--- config.mk ---
export PLATFORM = sky130hd
export DESIGN_NAME = buck_seq_top
export DESIGN_NICKNAME = d
export VERILOG_FILES = /design/src/rtl/buck_seq_pkg.sv /design/src/rtl/buck_seq_thermal.sv /design/src/rtl/buck_seq_wake.sv /design/src/rtl/buck_seq_ramp.sv /design/src/rtl/buck_seq_top.sv
export SDC_FILE = /design/constraint.sdc
export NUM_CORES = 1
export LEC_CHECK = 0
export ABC_AREA = 1
export BUFFER_PORTS_ARGS = -buffer_cell sky130_fd_sc_hd__buf_2
export CAP_MARGIN = 10
export CORE_MARGIN = 2
export CORE_UTILIZATION = 40
export DETAILED_ROUTE_END_ITERATION = 7
export RECOVER_POWER = 25
export SYNTH_ARGS = -nofsm -noshare
export SYNTH_HDL_FRONTEND = slang
export SYNTH_SLANG_ARGS = --single-unit
--- constraint.sdc ---
create_clock -name clk -period 1.75 [get_ports clk]
set_input_delay 0.0875 -clock clk [delete_from_list [all_inputs] [get_ports clk]]
set_output_delay 0.0875 -clock clk [all_outputs]
set_load 0.03 [all_outputs]
--- src/rtl/buck_seq_pkg.sv ---
package buck_seq_pkg;

    typedef enum logic [2:0] {
        PH_OFF  = 3'd0,
        PH_WAKE = 3'd1,
        PH_RAMP = 3'd2,
        PH_RUN  = 3'd3,
        PH_HOT  = 3'd4
    } phase_e;

    typedef enum logic [1:0] {
        FDIV_NORM  = 2'd0,
        FDIV_THIRD = 2'd1,
        FDIV_MIN   = 2'd2
    } fdiv_e;

    typedef struct packed {
        logic  run;
        logic  skip;
        logic  dis;
        fdiv_e fdiv;
    } ctl_t;

    // Oscillator divide choice for a phase and the feedback state.
    function automatic fdiv_e pick_fdiv(phase_e ph, logic fb_low, logic start_low);
        fdiv_e f;
        f = FDIV_NORM;
        if (fb_low) begin
            case (ph)
                PH_RAMP: f = start_low ? FDIV_THIRD : FDIV_MIN;
                PH_RUN:  f = FDIV_MIN;
                default: f = FDIV_NORM;
            endcase
        end
        return f;
    endfunction

    // Output controls; a missing enable overrides the phase.
    function automatic ctl_t decode_ctl(phase_e ph, logic en_ok, logic fb_low, logic start_low);
        ctl_t c;
        c.run  = 1'b0;
        c.skip = 1'b0;
        c.dis  = 1'b1;
        c.fdiv = FDIV_NORM;
        if (en_ok) begin
            c.run  = (ph == PH_RAMP) || (ph == PH_RUN);
            c.skip = (ph == PH_RAMP);
            c.dis  = (ph == PH_OFF);
            c.fdiv = pick_fdiv(ph, fb_low, start_low);
        end
        return c;
    endfunction

endpackage

--- src/rtl/buck_seq_thermal.sv ---
module buck_seq_thermal #(
    parameter int TEMP_W   = 8,
    parameter int TRIP_C   = 140,
    parameter int RESUME_C = 115
) (
    input  logic              clk,
    input  logic              rst,
    input  logic [TEMP_W-1:0] temp_code,
    output logic              hot
);
    localparam logic [TEMP_W-1:0] TRIP_V   = TEMP_W'(TRIP_C);
    localparam logic [TEMP_W-1:0] RESUME_V = TEMP_W'(RESUME_C);

    // Hysteresis: set at or above trip, clear at or below resume.
    always_ff @(posedge clk) begin
        if (rst) begin
            hot <= 1'b0;
        end else if (temp_code >= TRIP_V) begin
            hot <= 1'b1;
        end else if (temp_code <= RESUME_V) begin
            hot <= 1'b0;
        end
    end
endmodule

--- src/rtl/buck_seq_wake.sv ---
module buck_seq_wake #(
    parameter int WAKE_TICKS = 6000
) (
    input  logic clk,
    input  logic rst,
    input  logic count_en,
    output logic done
);
    localparam int CW = (WAKE_TICKS > 1) ? $clog2(WAKE_TICKS) : 1;
    localparam logic [CW-1:0] LAST = CW'(WAKE_TICKS - 1);

    logic [CW-1:0] cnt_q;

    always_ff @(posedge clk) begin
        if (rst || !count_en) begin
            cnt_q <= '0;
        end else if (cnt_q != LAST) begin
            cnt_q <= cnt_q + 1'b1;
        end
    end

    assign done = count_en && (cnt_q == LAST);
endmodule

--- src/rtl/buck_seq_ramp.sv ---
module buck_seq_ramp #(
    parameter int REF_W      = 10,
    parameter int REF_STEP   = 1,
    parameter int REF_FINAL  = 640,
    parameter int STEP_TICKS = 16
) (
    input  logic             clk,
    input  logic             rst,
    input  logic             active,
    input  logic             hold,
    output logic [REF_W-1:0] code,
    output logic             at_final
);
    localparam int XW = REF_W + 1;
    localparam logic [REF_W-1:0] FINAL_V = REF_W'(REF_FINAL);
    localparam logic [XW-1:0]    FINAL_X = XW'(REF_FINAL);
    localparam logic [XW-1:0]    STEP_X  = XW'(REF_STEP);

    logic          step_now;
    logic [XW-1:0] sum_x;
    logic [REF_W-1:0] next_code;

    generate
        if (STEP_TICKS <= 1) begin : g_every
            assign step_now = active;
        end else begin : g_paced
            localparam int TW = $clog2(STEP_TICKS);
            localparam logic [TW-1:0] T_LAST = TW'(STEP_TICKS - 1);
            logic [TW-1:0] tick_q;
            always_ff @(posedge clk) begin
                if (rst || !active) begin
                    tick_q <= '0;
                end else if (tick_q == T_LAST) begin
                    tick_q <= '0;
                end else begin
                    tick_q <= tick_q + 1'b1;
                end
            end
            assign step_now = active && (tick_q == T_LAST);
        end
    endgenerate

    // Saturating increment toward the final code.
    always_comb begin
        sum_x = {1'b0, code} + STEP_X;
        next_code = (sum_x >= FINAL_X) ? FINAL_V : sum_x[REF_W-1:0];
    end

    always_ff @(posedge clk) begin
        if (rst) begin
            code <= '0;
        end else if (active) begin
            if (step_now) begin
                code <= next_code;
            end
        end else if (!hold) begin
            code <= '0;
        end
    end

    assign at_final = (code == FINAL_V);
endmodule

--- src/rtl/buck_seq_top.sv ---
module buck_seq_top
    import buck_seq_pkg::*;
#(
    parameter int REF_W      = 10,
    parameter int REF_FINAL  = 640,
    parameter int REF_STEP   = 1,
    parameter int STEP_TICKS = 16,
    parameter int WAKE_TICKS = 6000,
    parameter int TEMP_W     = 8,
    parameter int TRIP_C     = 140,
    parameter int RESUME_C   = 115
) (
    input  logic              clk,
    input  logic              rst,
    input  logic              en_in,
    input  logic              uv_flag,
    input  logic [TEMP_W-1:0] temp_code,
    input  logic              fb_low,
    output logic [REF_W-1:0]  ref_code,
    output logic              run_en,
    output logic              skip_force,
    output logic [1:0]        fdiv_sel,
    output logic              dis_en
);
    phase_e ph_q, ph_d;
    logic   en_ok;
    logic   hot;
    logic   wake_cnt_en, wake_done;
    logic   ramp_active, ramp_hold, at_final;
    logic   start_low_q;
    logic [REF_W-1:0] ramp_code;
    ctl_t   ctl;

    assign en_ok = en_in && !uv_flag;

    buck_seq_thermal #(
        .TEMP_W  (TEMP_W),
        .TRIP_C  (TRIP_C),
        .RESUME_C(RESUME_C)
    ) thermal_i (
        .clk      (clk),
        .rst      (rst),
        .temp_code(temp_code),
        .hot      (hot)
    );

    assign wake_cnt_en = (ph_q == PH_WAKE) && en_ok && !hot;

    buck_seq_wake #(
        .WAKE_TICKS(WAKE_TICKS)
    ) wake_i (
        .clk     (clk),
        .rst     (rst),
        .count_en(wake_cnt_en),
        .done    (wake_done)
    );

    assign ramp_active = (ph_q == PH_RAMP) && en_ok && !hot;
    assign ramp_hold   = (ph_q == PH_RUN) && en_ok;

    buck_seq_ramp #(
        .REF_W     (REF_W),
        .REF_STEP  (REF_STEP),
        .REF_FINAL (REF_FINAL),
        .STEP_TICKS(STEP_TICKS)
    ) ramp_i (
        .clk     (clk),
        .rst     (rst),
        .active  (ramp_active),
        .hold    (ramp_hold),
        .code    (ramp_code),
        .at_final(at_final)
    );

    // Phase sequencing; loss of enable wins over everything.
    always_comb begin
        ph_d = ph_q;
        if (!en_ok) begin
            ph_d = PH_OFF;
        end else begin
            case (ph_q)
                PH_OFF:  ph_d = PH_WAKE;
                PH_WAKE: ph_d = hot ? PH_HOT : (wake_done ? PH_RAMP : PH_WAKE);
                PH_RAMP: ph_d = hot ? PH_HOT : (at_final ? PH_RUN : PH_RAMP);
                PH_RUN:  ph_d = hot ? PH_HOT : PH_RUN;
                PH_HOT:  ph_d = hot ? PH_HOT : PH_WAKE;
                default: ph_d = PH_OFF;
            endcase
        end
    end

    always_ff @(posedge clk) begin
        if (rst) begin
            ph_q <= PH_OFF;
        end else begin
            ph_q <= ph_d;
        end
    end

    // Feedback-low state captured on ramp entry; dropped once feedback rises.
    always_ff @(posedge clk) begin
        if (rst) begin
            start_low_q <= 1'b0;
        end else if ((ph_q == PH_WAKE) && (ph_d == PH_RAMP)) begin
            start_low_q <= fb_low;
        end else if ((ph_q != PH_RAMP) || !fb_low) begin
            start_low_q <= 1'b0;
        end
    end

    always_comb begin
        ctl        = decode_ctl(ph_q, en_ok, fb_low, start_low_q);
        run_en     = ctl.run;
        skip_force = ctl.skip;
        dis_en     = ctl.dis;
        fdiv_sel   = ctl.fdiv;
        ref_code   = ctl.run ? ramp_code : '0;
    end
endmodule

Word-level counts from Yosys, hierarchy flattened:

Cells that the tools add are included.

* mux-type cells: 21
* equal/unequal tests: 12
* $add $sub $neg: 3
* $lt $le $gt $ge: 3
* reduce and logical (&&, ||, !) cells: 23

Operators by type and width (count)
* $mux 10: 5
* $mux 3: 5
* $pmux 3 s5: 1
* $add 13x1->13 const B: 1
* $eq 13x13->1 const B: 1
* $ne 13x13->1 const B: 1
* $add 10x1->11 const B: 1
* $ge 11x10->1 const B: 1
* $eq 10x10->1 const B: 1
* $eq 3x2->1 const B: 3
* $logic_and 1x1->1: 9
* $ge 8x8->1 const B: 1
* $le 8x7->1 const B: 1
* $mux 2: 3
* $logic_not 1->1: 5
* $mux 1: 5
* $mux 5: 1
* $add 4x1->4 const B: 1
* $eq 4x4->1 const B: 1
* $logic_or 1x1->1: 4
* $pmux 2 s2: 1
* $reduce_bool 2->1: 2
* $eq 3x1->1 const B: 1
* $eq 3x3->1 const B: 1
* 6 further kinds: 6

* input bits: 13
* output and inout port bits: 15
* register bits after elaboration: 32

Logic depth before layout (Yosys ltp):

* word-level depth: 12
* depth in mapped cells: 11
* mapped depth without buffers: 11

Cells and area by module:

A second synthesis with hierarchy kept.

* cell total of the unflattened synthesis: 312
* area total of the unflattened synthesis: 1981.9 um2

By module, submodules not included
* buck_seq_ramp: instances 1, cells each 118, area an instance 838.3 um2, sequential area each 280.3 um2
* buck_seq_wake: instances 1, cells each 112, area an instance 710.7 um2, sequential area each 260.2 um2
* buck_seq_top: instances 1, cells each 70, area an instance 360.3 um2, sequential area each 80.1 um2
* buck_seq_thermal: instances 1, cells each 12, area an instance 72.6 um2, sequential area each 20.0 um2

Worst setup path after synthesis:

Ideal clock, no wire load.

* path kind: register to output
* from: reg ph_q[1]
* to: out fdiv_sel[1]
* data arrival time: 1.321 ns
* setup slack: 0.341 ns
* data required time: 1.662 ns
* buffers on the path: 0
* stages on the path, launching flop included: 5
* cell sequence: dfxtp_1 inv_2 nor2_4 nand2_1 a211oi_1

* longest elaborated chain between the ends: 4
* elaborated cells on any way between the ends: 5

RTL lines
* start, declared: line buck_seq_top.sv:25 `phase_e ph_q, ph_d;`
* start signal, assigned: line buck_seq_top.sv:96 `ph_q <= ph_d;`
* $eq 3x2->1: line buck_seq_pkg.sv:29 `case (ph)`
* $pmux 2 s2 (*): line buck_seq_pkg.sv:29
* $mux 2 (*): line buck_seq_pkg.sv:28 `if (fb_low) begin`
* $mux 5 (*): line buck_seq_pkg.sv:45 `if (en_ok) begin`
* end, declared: line buck_seq_top.sv:22 `output logic [1:0] fdiv_sel,`

Mark *: on every way between the ends. The rest lies on a longest branch, timed or not.

Worst setup path in the final report:

* from: reg thermal_i.hot
* to: reg wake_i.cnt_q[2]

* longest elaborated chain between the ends: 4

RTL lines
* start, declared: line buck_seq_thermal.sv:9 `output logic hot`
* start signal, assigned: line buck_seq_thermal.sv:17 `hot <= 1'b0;`
* start signal, assigned: line buck_seq_thermal.sv:19 `hot <= 1'b1;`
* start signal, assigned: line buck_seq_thermal.sv:21 `hot <= 1'b0;`
* $logic_not 1->1: line buck_seq_top.sv:47 `assign wake_cnt_en = (ph_q == PH_WAKE) && en_ok && !hot;`
* $logic_and 1x1->1: line buck_seq_top.sv:47
* $logic_not 1->1: line buck_seq_wake.sv:15 `if (rst || !count_en) begin`
* $logic_or 1x1->1: line buck_seq_wake.sv:15
* end signal, assigned: line buck_seq_wake.sv:18 `cnt_q <= cnt_q + 1'b1;`
* end, declared: line buck_seq_wake.sv:12 `logic [CW-1:0] cnt_q;`

Every way passes these cells.
A chain may end at the register's enable or synchronous reset.

==> impl_results.md <==
* Status: finished, final reports clean
* Total Wirelength at 4010 um
* CTS Buf Count at 5
* Final Max Slew Viols at 0
* GR Util met2 at 26.2%
* Area of the core at 4660 um2
* CP cell instances: inv_1, nand2_1, nor2_1, inv_2, nor2_1, inv_2, nor3_1
* Area of the die at 5340 um2
* Final GP Congestion at 0.812
* First-pass GRT wire length at 7000 um
* Area grow syn2layout at 15.1%
* Minimum clock period at 1.57 ns
* Max FO, Critical Path at 7
* Share of cells above drive strength 1 at 20.3%
* FFs w/ async S/R, synth at 0%
* Cell with the most instances after synthesis: nand2_1
* CTS Buffer Depth at 2
* Synth area leaders: dfxtp_1 34%, nand2_1 11%, inv_1 7.3%, nor2_1 6.3%, nand3_1 5.8%
* Die X at 73.1 um
* Dpl hpwl at 3030 um
* Worst path bufs/invs at 3
* Area leader, netlist: dfxtp_1
* Worst path arrival time at 1.77 ns
* Initial DRC Count at 87
* TNS Setup at 0 ns
* Peak Freq at 639 MHz
* Via/cell ratio at 4.93
* Synth warnings at 0
* CTS tree: built
* Clk root buf: clkbuf_8
* Diode count at 0
* Clock H-tree levels at 2
* Antenna violations before repair at 0
* Largest net degree at the start of global routing at 13
* Post-Synthesis Cell Area at 1910 um2
* Grt met3 use at 4.01%
* Worst-skew pair later-pin latency at 0.28 ns
* Max rail drop VDD at 0.000285 V
* Total of max-cap violations at 0
* EDFF count, synth at 0
* Most frequent cells after synthesis: 54 x nand2_1, 37 x inv_1, 32 x dfxtp_1, 32 x nor2_1, 22 x nand3_1
* Setup repair after global routing missed its margin: no
* Vias in the first global route at 1,632
* Post-CTS setup buffers at 0
* Residual DRC at 0
* Clk slew on worst S/H paths at 0.07 ns
* Antenna Violating Nets Remaining at 0
* Worst Skew at 0.00582 ns
* Post-synth top area share at 33.6%
* Netlist cell types at 30
* Critical path class: reg2reg
* Io pins at 28
* GR Overflow Total at 0
* Worst Slack Setup Final at 0.184 ns
* Synthesized Nets at 300
* WL per Instance at 10.9 um
* Post-place setup slack at 0.199 ns
* Hold Buf Count CTS at 0
* Hold slack at 0.0674 ns
* GR Util met1 at 21.7%
* Gr busiest metal: met2
* Slowest CP cell: dfxtp_1
* Seq cells post-synth at 32
* CTS Sinks at 32
* PwrDens at 671 nW/um2
* Die height at 73.1 um
* Delay-heaviest family, CP: simple AND/OR/NAND/NOR gates
* Crit path largest cell delay at 0.34 ns
* Final nets at 331
* Setup crit start kind: register
* Final setup fails at 0
* Drt first pass iters at 4
* IO Port Bufs at 25
* Hold Crit Class: in2reg
* Pleak at 0.842 nW
* Vias at 1,821
* Seq/Total Area, Yosys at 33.6%
* Synth Instances at 283
* Starting Density at 40.9%
* Post_cts resized at 0
* Synth Flop Type: dfxtp_1
* GR Util All Layers at 16.5%
* FILL cells at 491
* Fin. Hold Viols at 0
* Least-Margin Pin Slew at 0.431 ns
* Syn_area_per_cell at 6.74 um2
* Crit. End Element: register
* Max_slew headroom at 71.2%
* Std-Cell Rows at 25
* Worst EP required at 1.96 ns
* Crit share post-route at 89.5%
-- cell type report --
class	count	area [um2]	area share (%)
clock buffer	6	72.6	3.30
clock inverter	2	35.0	1.59
inverter	44	165	7.52
multi-input combinational	204	1080	49.1
sequential	32	641	29.2
tap	54	67.6	3.08
timing repair buffer	27	136	6.21
-- worst reg2reg max path: cells and delay by family, from the launching register on --
kind / cells / cell delay [ns]
buffers and inverters: 3 / 0.33
and+or+nand+nor: 4 / 0.82
DFF: 1 / 0.34
-- sequential cells by signal, summed over array words and instances (netlist names) --
register,count
thermal_i.hot,1
ramp_i.code,10
ph_q,3
ramp_i.g_paced.tick_q,4
start_low_q,1
wake_i.cnt_q,13
-- cells in the final DEF, fill, tap and decap left out --
cell,n
clkbuf_1,4
or2_2,1
nand2_4,1
clkinv_2,1
nor3_1,6
nand3_1,22
nor3_2,1
o21ai_0,11
nor2_4,5
buf_2,22
nor2_2,4
ha_1,4
inv_1,37
nand3_2,2
nand4_2,1
bufinv_16,1
and3_1,1
o21ai_1,2
a21oi_1,21
nand4_1,9
nor2_1,34
nand2_1,54
nand3b_1,5
xor2_1,3
a211oi_1,3
a21oi_2,2
nor4_2,1
dfxtp_1,32
nand2_2,8
or2_0,2
buf_4,2
nor4_1,1
inv_2,7
clkbuf_8,5
-- metal layers --
layer	share of wire, %	vias to the layer above
met3	4.4	5
met2	46	37
met4	1.1	0
met5	0	-
li1	-	977
met1	49	802
-- kinds of logic after synthesis --
family	after synthesis	synth area share [%]
xor gates and xnor gates	3	1.38
adders and majority gates	4	2.62
AOI/OAI and AO/OA	39	11.0
DFF	32	33.6
and+or+nand+nor	158	42.1
buffers and inverters	47	9.31
-- power by group --
| part | internal (mW) | switching (mW) | leakage (nW) |
|---|---|---|---|
| Combinational | 0.0166 | 0.0280 | 0.529 |
| Clock | 0.422 | 0.274 | 0.0552 |
| Sequential | 0.731 | 0.00292 | 0.258 |
| Total | 1.17 | 0.305 | 0.842 |
-- final timing paths --
path                                               start                        to  slack [ns]  cells after the start
worst min register to register  ramp_i.g_paced.tick_q[0]  ramp_i.g_paced.tick_q[0]        0.45                      1
worst max-delay path                       thermal_i.hot           wake_i.cnt_q[2]        0.18                      7
worst max register to register             thermal_i.hot           wake_i.cnt_q[2]        0.18                      7
worst min-delay path                        temp_code[7]             thermal_i.hot        0.07                      3
-- stage by stage --
stage | util, % | total power [mW] | instance area, um2 | cells
2_1_floorplan | - | 0.776 | 1910 | 283
3_3_place_gp | 45.1 | 0.796 | 2100 | 361
3_5_place_dp | 45.1 | 0.796 | 2100 | 361
4_1_cts | 47.4 | 1.50 | 2210 | 369
5_1_grt | 47.1 | 1.53 | 2200 | 369
6_report | 47.1 | 1.47 | 2200 | 369
Power figures use the tool's default switching activity.
